$ cat config.mk
export PLATFORM = sky130hd
export DESIGN_NAME = xint_wake_ctrl
export DESIGN_NICKNAME = d
export VERILOG_FILES = /design/src/rtl/xwk_pkg.sv /design/src/rtl/xwk_pin_sampler.sv /design/src/rtl/xwk_pend_flag.sv /design/src/rtl/xwk_wake_ctl.sv /design/src/rtl/xwk_svc_arb.sv /design/src/rtl/xint_wake_ctrl.sv
export SDC_FILE = /design/constraint.sdc
export NUM_CORES = 1
export LEC_CHECK = 0
export BUFFER_PORTS_ARGS = -buffer_cell sky130_fd_sc_hd__buf_2
export CORE_MARGIN = 5
export CORE_UTILIZATION = 40
export CTS_BUF_LIST = sky130_fd_sc_hd__clkbuf_2
export DETAILED_ROUTE_END_ITERATION = 12
export PLACE_DENSITY = 0.88
export SYNTH_ARGS = -nofsm -noshare
export SYNTH_HDL_FRONTEND = slang
export SYNTH_SLANG_ARGS = --single-unit
$ cat constraint.sdc
create_clock -name clk -period 1.2 [get_ports clk]
set_clock_uncertainty 0.2 [all_clocks]
set_input_delay 0.24 -clock clk [delete_from_list [all_inputs] [get_ports clk]]
set_output_delay 0.24 -clock clk [all_outputs]
set_load 0.005 [all_outputs]
$ cat src/rtl/xwk_pkg.sv
package xwk_pkg;
  typedef enum logic [1:0] {
    PM_NORMAL = 2'b00,
    PM_IDLE   = 2'b01,
    PM_PDOWN  = 2'b10,
    PM_RSVD   = 2'b11
  } pmode_e;

  localparam int SRC_EXT = 0;
  localparam int SRC_NMI = 1;
  localparam int NUM_SRC = 2;
endpackage

$ cat src/rtl/xwk_pin_sampler.sv
module xwk_pin_sampler #(
  parameter int SYNC_STAGES = 2
) (
  input  logic clk,
  input  logic rst,
  input  logic pin,
  input  logic ph2,
  output logic smp_level,
  output logic smp_rise
);
  localparam int TOP = SYNC_STAGES - 1;

  logic [TOP:0] chain;
  logic         prev_q;
  logic         sync_out;

  assign sync_out = chain[TOP];

  // metastability chain: shifts every clock
  always_ff @(posedge clk) begin
    if (rst) chain <= '0;
    else     chain <= {chain[TOP-1:0], pin};
  end

  // previous sample only advances on phase-2 sample points
  always_ff @(posedge clk) begin
    if (rst)      prev_q <= 1'b0;
    else if (ph2) prev_q <= sync_out;
  end

  assign smp_level = ph2 & sync_out;
  assign smp_rise  = ph2 & sync_out & ~prev_q;
endmodule

$ cat src/rtl/xwk_pend_flag.sv
module xwk_pend_flag (
  input  logic clk,
  input  logic rst,
  input  logic set,
  input  logic ack,
  output logic pend
);
  // set has priority over acknowledge
  always_ff @(posedge clk) begin
    if (rst) pend <= 1'b0;
    else     pend <= set | (pend & ~ack);
  end
endmodule

$ cat src/rtl/xwk_wake_ctl.sv
module xwk_wake_ctl
  import xwk_pkg::*;
(
  input  logic   clk,
  input  logic   rst,
  input  pmode_e mode,
  input  logic   ext_en,
  input  logic   ext_level,
  input  logic   ext_rise,
  input  logic   nmi_rise,
  output logic   ext_set,
  output logic   nmi_set,
  output logic   wake,
  output logic   run_handler
);
  logic wake_cond;
  logic hndl_cond;

  always_comb begin
    ext_set   = 1'b0;
    nmi_set   = 1'b0;
    wake_cond = 1'b0;
    hndl_cond = 1'b0;
    unique case (mode)
      PM_IDLE: begin
        ext_set   = ext_rise;
        nmi_set   = nmi_rise;
        wake_cond = nmi_rise | (ext_rise & ext_en);
        hndl_cond = 1'b1;
      end
      PM_PDOWN: begin
        // level wake, independent of enable; nonmaskable pin ignored
        ext_set   = ext_level & ext_en;
        nmi_set   = 1'b0;
        wake_cond = ext_level;
        hndl_cond = ext_en;
      end
      default: begin
        ext_set   = ext_rise;
        nmi_set   = nmi_rise;
      end
    endcase
  end

  always_ff @(posedge clk) begin
    if (rst) begin
      wake        <= 1'b0;
      run_handler <= 1'b0;
    end else begin
      wake        <= wake_cond & ~wake;
      run_handler <= wake_cond & ~wake & hndl_cond;
    end
  end
endmodule

$ cat src/rtl/xwk_svc_arb.sv
module xwk_svc_arb #(
  parameter int               VEC_W   = 16,
  parameter logic [VEC_W-1:0] NMI_VEC = 16'h203E,
  parameter logic [VEC_W-1:0] EXT_VEC = 16'h200C
) (
  input  logic             clk,
  input  logic             rst,
  input  logic             ext_pend,
  input  logic             nmi_pend,
  input  logic             ext_en,
  output logic             svc_req,
  output logic             svc_nmi,
  output logic [VEC_W-1:0] svc_vec
);
  logic ext_live;
  assign ext_live = ext_pend & ext_en;

  always_ff @(posedge clk) begin
    if (rst) begin
      svc_req <= 1'b0;
      svc_nmi <= 1'b0;
      svc_vec <= '0;
    end else begin
      svc_req <= nmi_pend | ext_live;
      svc_nmi <= nmi_pend;
      if (nmi_pend)      svc_vec <= NMI_VEC;
      else if (ext_live) svc_vec <= EXT_VEC;
      else               svc_vec <= '0;
    end
  end
endmodule

$ cat src/rtl/xint_wake_ctrl.sv
module xint_wake_ctrl
  import xwk_pkg::*;
#(
  parameter int               SYNC_STAGES = 2,
  parameter int               VEC_W       = 16,
  parameter logic [VEC_W-1:0] NMI_VEC     = 16'h203E,
  parameter logic [VEC_W-1:0] EXT_VEC     = 16'h200C
) (
  input  logic             clk,
  input  logic             rst,
  input  logic             ext_pin,
  input  logic             nmi_pin,
  input  logic             ext_en,
  input  logic [1:0]       pwr_mode,
  input  logic             ph2,
  input  logic             ext_ack,
  input  logic             nmi_ack,
  output logic             ext_pend,
  output logic             nmi_pend,
  output logic             svc_req,
  output logic             svc_nmi,
  output logic [VEC_W-1:0] svc_vec,
  output logic             wake,
  output logic             run_handler
);
  logic [NUM_SRC-1:0] pins;
  logic [NUM_SRC-1:0] lvl;
  logic [NUM_SRC-1:0] rise;
  logic [NUM_SRC-1:0] setv;
  logic [NUM_SRC-1:0] ackv;
  logic [NUM_SRC-1:0] pendv;
  logic               ext_set;
  logic               nmi_set;
  logic               ext_level;
  pmode_e             mode;

  assign mode              = pmode_e'(pwr_mode);
  assign pins[SRC_EXT]     = ext_pin;
  assign pins[SRC_NMI]     = nmi_pin;
  assign ackv[SRC_EXT]     = ext_ack;
  assign ackv[SRC_NMI]     = nmi_ack;
  assign setv[SRC_EXT]     = ext_set;
  assign setv[SRC_NMI]     = nmi_set;
  assign ext_level         = lvl[SRC_EXT];

  for (genvar s = 0; s < NUM_SRC; s++) begin : g_src
    xwk_pin_sampler #(.SYNC_STAGES(SYNC_STAGES)) u_smp (
      .clk      (clk),
      .rst      (rst),
      .pin      (pins[s]),
      .ph2      (ph2),
      .smp_level(lvl[s]),
      .smp_rise (rise[s])
    );
    xwk_pend_flag u_flag (
      .clk (clk),
      .rst (rst),
      .set (setv[s]),
      .ack (ackv[s]),
      .pend(pendv[s])
    );
  end

  xwk_wake_ctl u_wake (
    .clk        (clk),
    .rst        (rst),
    .mode       (mode),
    .ext_en     (ext_en),
    .ext_level  (ext_level),
    .ext_rise   (rise[SRC_EXT]),
    .nmi_rise   (rise[SRC_NMI]),
    .ext_set    (ext_set),
    .nmi_set    (nmi_set),
    .wake       (wake),
    .run_handler(run_handler)
  );

  assign ext_pend = pendv[SRC_EXT];
  assign nmi_pend = pendv[SRC_NMI];

  xwk_svc_arb #(
    .VEC_W  (VEC_W),
    .NMI_VEC(NMI_VEC),
    .EXT_VEC(EXT_VEC)
  ) u_arb (
    .clk     (clk),
    .rst     (rst),
    .ext_pend(ext_pend),
    .nmi_pend(nmi_pend),
    .ext_en  (ext_en),
    .svc_req (svc_req),
    .svc_nmi (svc_nmi),
    .svc_vec (svc_vec)
  );
endmodule

After elaboration in Yosys (flattened, before gate mapping):

Index checks and enable logic that the tools add are counted.

* bits in registers: 28
* output and inout port bits: 22
* logic and storage cells: 41

* equality and inequality tests: 2
* multiplexer cells: 6
* bitwise gates (word level): 20
* reductions and logical operators: 1

Operators with widths (number)
* 14-bit 2-to-1 mux: 2
* 1-bit AND: 11
* 1-bit NOT: 5
* 1-bit bitwise OR: 4
* 1-bit one-hot mux with 2 select lines: 2
* 2-bit by 1-bit equality test with 1-bit output (second input constant): 1
* 2-bit equality test (second input constant): 1
* 1-bit 2-to-1 mux: 2
* 2-bit OR reduction: 1

Depth between registers and ports, before layout:

* word-level depth: 7
* mapped depth: 5

By module:

Synthesis repeated with hierarchy kept, for this count alone.

* cells, all modules: 68
* area, all modules: 624.3 um^2

Modules (own cells, without submodules)
* xwk_pin_sampler: instances 2, cells each 10, area an instance 106.4 um^2
* xwk_svc_arb: instances 1, cells each 22, area an instance 181.4 um^2
* xwk_wake_ctl: instances 1, cells each 18, area an instance 152.6 um^2
* xwk_pend_flag: instances 2, cells each 4, area an instance 38.8 um^2

Worst setup path before layout:

Ideal clock, no wire load.

* path type: input port to flip-flop
* start point: in pwr_mode[0]
* end point: reg u_wake.run_handler
* setup time: 0.079 ns
* data arrival time: 1.042 ns
* required time: 0.921 ns
* setup slack: -0.122 ns
* cell stages on the path: 4
* cell sequence: inv_1 ha_1 or3_1 a211oi_2

* word-level cells in the longest chain between the ends: 4
* elaborated cells on any way between the ends: 6
* classes of those cells: eq/ne (2); mux (2); bitwise (2)

Ends and longest elaborated chain
* start, declared: RTL line xint_wake_ctrl.sv:14 `input logic [1:0] pwr_mode,`
* 2-bit equality test or 2-bit by 1-bit equality test with 1-bit output (tied branches): RTL line xwk_wake_ctl.sv:24 `unique case (mode)`
* 1-bit one-hot mux with 2 select lines: RTL line xwk_wake_ctl.sv:24
* 1-bit AND: RTL line xwk_wake_ctl.sv:51 `run_handler <= wake_cond & ~wake & hndl_cond;`
* 1-bit AND *: RTL line xwk_wake_ctl.sv:51
* end signal, assigned: RTL line xwk_wake_ctl.sv:51
* end, declared: RTL line xwk_wake_ctl.sv:14 `output logic run_handler`

Every way passes the cells marked *; elsewhere a longest branch is shown, timed or not.
A chain may end at the register's enable or synchronous reset.

Worst setup path after layout:

Same ends and word-level chain as after synthesis.

==> impl_metrics.prom <==
# TYPE chip_impl_metric gauge
chip_impl_metric{name="max_clock_freq",unit="MHz"} 851
chip_impl_metric{name="remaining_drc_errors",unit=""} 0
chip_impl_metric{name="detailedRoute.firstIterationViolations",unit=""} 2
chip_impl_metric{name="final_setup_fails",unit=""} 0
chip_impl_metric{name="postCtsSetupRepairBufs",unit=""} 0
chip_impl_metric{name="cts_inserted_buffers",unit=""} 3
chip_impl_metric{name="globalRouteOverflowTotal",unit=""} 0
chip_impl_metric{name="synth-simple-area-share",unit="%"} 17.2
chip_impl_metric{name="postLayoutSetupSlackWorst",unit="ps"} 24.8
chip_impl_metric{name="areaGrowthSynthToFinish",unit="%"} 20.2
chip_impl_metric{name="netlist-cell-type-count",unit=""} 20
chip_impl_metric{name="ir_worst_vdd",unit="uV"} 864
chip_impl_metric{name="synth_compound_area_share",unit="%"} 8.92
chip_impl_info{name="cell_at_the_root_of_the_clock_tree",value="sky130_fd_sc_hd__clkbuf_2"} 1
chip_impl_metric{name="count_of_inserted_antenna_diode_cells",unit=""} 0
chip_impl_metric{name="avgRoutedWirePerCell",unit="microns"} 9.51
chip_impl_metric{name="number_of_instances_in_the_placed_design",unit=""} 91
chip_impl_info{name="critical_path.startpoint_type",value="input pin"} 1
chip_impl_info{name="tritoncts",value="yes"} 1
chip_impl_metric{name="num_ports",unit=""} 32
chip_impl_metric{name="post_synth_inst_count",unit=""} 62
chip_impl_metric{name="synthMuxAreaShare",unit="%"} 3.40
chip_impl_metric{name="io_buffer_count",unit=""} 21
chip_impl_metric{name="dp_worst_setup_slack",unit="ps"} -205
chip_impl_metric{name="drt-pass1-iter-count",unit=""} 2
chip_impl_info{name="grt_setup_unrepaired",value="yes"} 1
chip_impl_metric{name="hold-worst-slack",unit="ps"} 28.3
chip_impl_metric{name="globalplace.congestion",unit=""} 0.719
chip_impl_metric{name="layout-drive-gt1-share",unit="%"} 46.3
chip_impl_metric{name="synth_area",unit="sq um"} 589
chip_impl_metric{name="worstPathMaxFanout",unit=""} 2
chip_impl_metric{name="grt_pass1_wl",unit="microns"} 1550
chip_impl_metric{name="first_global_vias",unit=""} 367
chip_impl_info{name="hold_path.class",value="in -> reg"} 1
chip_impl_info{name="status",value="complete, no violations"} 1
chip_impl_metric{name="synthXorXnorAreaFrac",unit="%"} 0
chip_impl_info{name="worst_setup_path_class",value="in -> reg"} 1
chip_impl_metric{name="arrival",unit="ps"} 1160
chip_impl_metric{name="design.die.area",unit="sq um"} 2340
chip_impl_metric{name="syn_area_per_cell",unit="sq um"} 9.51
chip_impl_metric{name="power_density",unit="nW/um^2"} 983
chip_impl_metric{name="clock_latency",unit="ps"} 260
chip_impl_metric{name="finalMaxSlewViolations",unit=""} 0
chip_impl_metric{name="total_leakage_power",unit="uW"} 0.000357
chip_impl_metric{name="initial_antenna_violation_count",unit=""} 0
chip_impl_metric{name="synth-seq-area-share",unit="%"} 40.8
chip_impl_metric{name="wl",unit="microns"} 922
chip_impl_metric{name="antenna_violating_nets_post_route",unit=""} 0
chip_impl_info{name="largest_family_of_logic_cells_by_synthesized_area",value="buffers and inverters"} 1
chip_impl_metric{name="synth-adder-area-share",unit="%"} 4.25
chip_impl_metric{name="stdcell_count",unit=""} 97
chip_impl_metric{name="route.detailed.vias_per_inst",unit=""} 4.42
chip_impl_metric{name="row_count",unit=""} 13
chip_impl_metric{name="die_w",unit="microns"} 48.4
chip_impl_metric{name="final_layout_net_count",unit=""} 95
chip_impl_metric{name="h-tree-depth",unit=""} 1
chip_impl_metric{name="maxCapViolCount",unit=""} 0
chip_impl_metric{name="numClockSinks",unit=""} 12
chip_impl_metric{name="fp.dieH",unit="microns"} 48.4
chip_impl_metric{name="layout_min_cycle_time",unit="ps"} 1180
chip_impl_metric{name="synth-seq-cells",unit=""} 12
chip_impl_metric{name="synth_warnings",unit=""} 0
chip_impl_metric{name="setup_tns",unit="ps"} 0
chip_impl_metric{name="start_util",unit="%"} 43.7
chip_impl_metric{name="clk_pin_slew_worst_paths",unit="ps"} 100
chip_impl_metric{name="placeableCoreArea",unit="sq um"} 1350
chip_impl_metric{name="final.period_utilization",unit="%"} 97.9
chip_impl_metric{name="hold_viol_final",unit=""} 0
chip_impl_metric{name="estimated_wirelength_of_the_detail_placed_design",unit="microns"} 776
chip_impl_info{name="critical_path.endpoint_type",value="register"} 1
chip_impl_metric{name="worst_ep_required_time",unit="ps"} 1180
chip_impl_metric{name="track_usage",unit="%"} 8.08
chip_impl_metric{name="vias",unit=""} 429
chip_impl_metric{name="largest_net_degree_at_the_start_of_global_routing",unit=""} 11
chip_impl_metric{name="clk_path_buf_depth",unit=""} 2
## registers in the layout, indices dropped and copies added (netlist names)
signal	cells
u_wake.run_handler	1
g_src.u_smp.chain	4
g_src.u_smp.prev_q	2
u_arb.svc_vec	2
u_wake.wake	1
g_src.u_flag.pend	2
## path summary, 6_finish.rpt
| path | cells past startpoint | endpoint | from | slack, ps |
|---|---|---|---|---|
| max | 5 | u_wake.run_handler | pwr_mode[0] | 20 |
| min | 3 | g_src[0].u_flag.pend | ext_ack | 30 |
| max reg2reg | 2 | u_wake.run_handler | u_wake.wake | 70 |
| min reg2reg | 1 | g_src[1].u_smp.chain[1] | g_src[1].u_smp.chain[0] | 250 |
## routing by layer
layer | GRT usage (%) | wire [microns]
met1 | 8.55 | 338
met2 | 13.5 | 472
met3 | 5.20 | 111
met4 | 1.38 | 0
met5 | 0 | 0
## cell usage in the layout (no fill, tap or decap), drive strengths merged
cell type / n
inv: 3
nor2b: 5
dlygate4sd3: 2
buf: 23
conb: 10
mux2i: 2
clkbuf: 3
ha: 2
nor2: 6
o211ai: 2
a211oi: 1
dfxtp: 12
clkinv: 1
and3b: 1
and2: 1
or3: 1
nand2b: 1
a21oi: 4
nand4b: 1
nor4bb: 1
## metrics by stage
step | power (uW) | utilization [%] | cell area [sq um]
detailed placement | 506 | 48.1 | 649
global route | 745 | 52.5 | 708
CTS | 708 | 51.1 | 689
finish | 696 | 52.5 | 708
floorplan | 502 | - | 646
global placement | 503 | 48.1 | 649
## cell families (layout without fill, tap and decap cells)
kind of cell | count (synthesis) | in the layout
AO/OA/AOI/OAI | 7 | 7
adder cells (fa/ha/maj) | 2 | 2
buffers and inverters | 21 | 32
flip-flops | 12 | 12
multiplexers | 2 | 2
other | 1 | 10
AND/OR/NAND/NOR | 17 | 17
## synth_stat cells
| library cell | instances | area share (%) |
|---|---|---|
| sky130_fd_sc_hd__buf_6 | 1 | 1.9 |
| sky130_fd_sc_hd__or3_1 | 1 | 1.1 |
| sky130_fd_sc_hd__clkbuf_1 | 1 | 0.64 |
| sky130_fd_sc_hd__a211oi_2 | 1 | 2.1 |
| sky130_fd_sc_hd__nor2b_1 | 5 | 5.3 |
| sky130_fd_sc_hd__o211ai_2 | 1 | 2.1 |
| sky130_fd_sc_hd__nand4b_1 | 1 | 1.5 |
| sky130_fd_sc_hd__ha_1 | 2 | 4.2 |
| sky130_fd_sc_hd__dfxtp_1 | 12 | 41 |
| sky130_fd_sc_hd__a21oi_1 | 4 | 3.4 |
| sky130_fd_sc_hd__mux2i_1 | 2 | 3.4 |
| sky130_fd_sc_hd__buf_4 | 16 | 20 |
| sky130_fd_sc_hd__and3b_1 | 1 | 1.5 |
| sky130_fd_sc_hd__nor2_1 | 6 | 3.8 |
| sky130_fd_sc_hd__nor4bb_1 | 1 | 1.7 |
| sky130_fd_sc_hd__nand2b_1 | 1 | 1.1 |
| sky130_fd_sc_hd__o211ai_1 | 1 | 1.3 |
| sky130_fd_sc_hd__conb_1 | 1 | 0.64 |
| sky130_fd_sc_hd__and2_2 | 1 | 1.3 |
| sky130_fd_sc_hd__inv_1 | 3 | 1.9 |
## worst max-delay path, stage by stage
cell and delay (ps):
sky130_fd_sc_hd__buf_2 130, sky130_fd_sc_hd__inv_6 50, sky130_fd_sc_hd__ha_4 180, sky130_fd_sc_hd__or3_4 370, sky130_fd_sc_hd__a211oi_2 190
## repair_timing
item,4_1_cts,5_1_grt
endpoints found under the hold margin,2,0
cloned,0,0
hold buffers,2,0
pin swaps,0,2
setup endpoints to repair,1,13
resized for setup,1,7
## report_power, final
group          switching [uW]  total, uW  internal [uW]  leakage, uW
Sequential               5.69        415            409     0.000101
Clock                     120        193           72.4    0.0000140
Combinational            42.4       88.8           46.4     0.000243
## layout make-up
class	count	area, sq um
well taps	15	18.8
multi-input cells	38	254
clock buffers	3	15.0
flip-flops and latches	12	248
fillers	135	642
clock inverters	1	3.75
repair buffers	25	153
inverters	3	16.3
No activity file was read; power rests on OpenSTA's default activity.
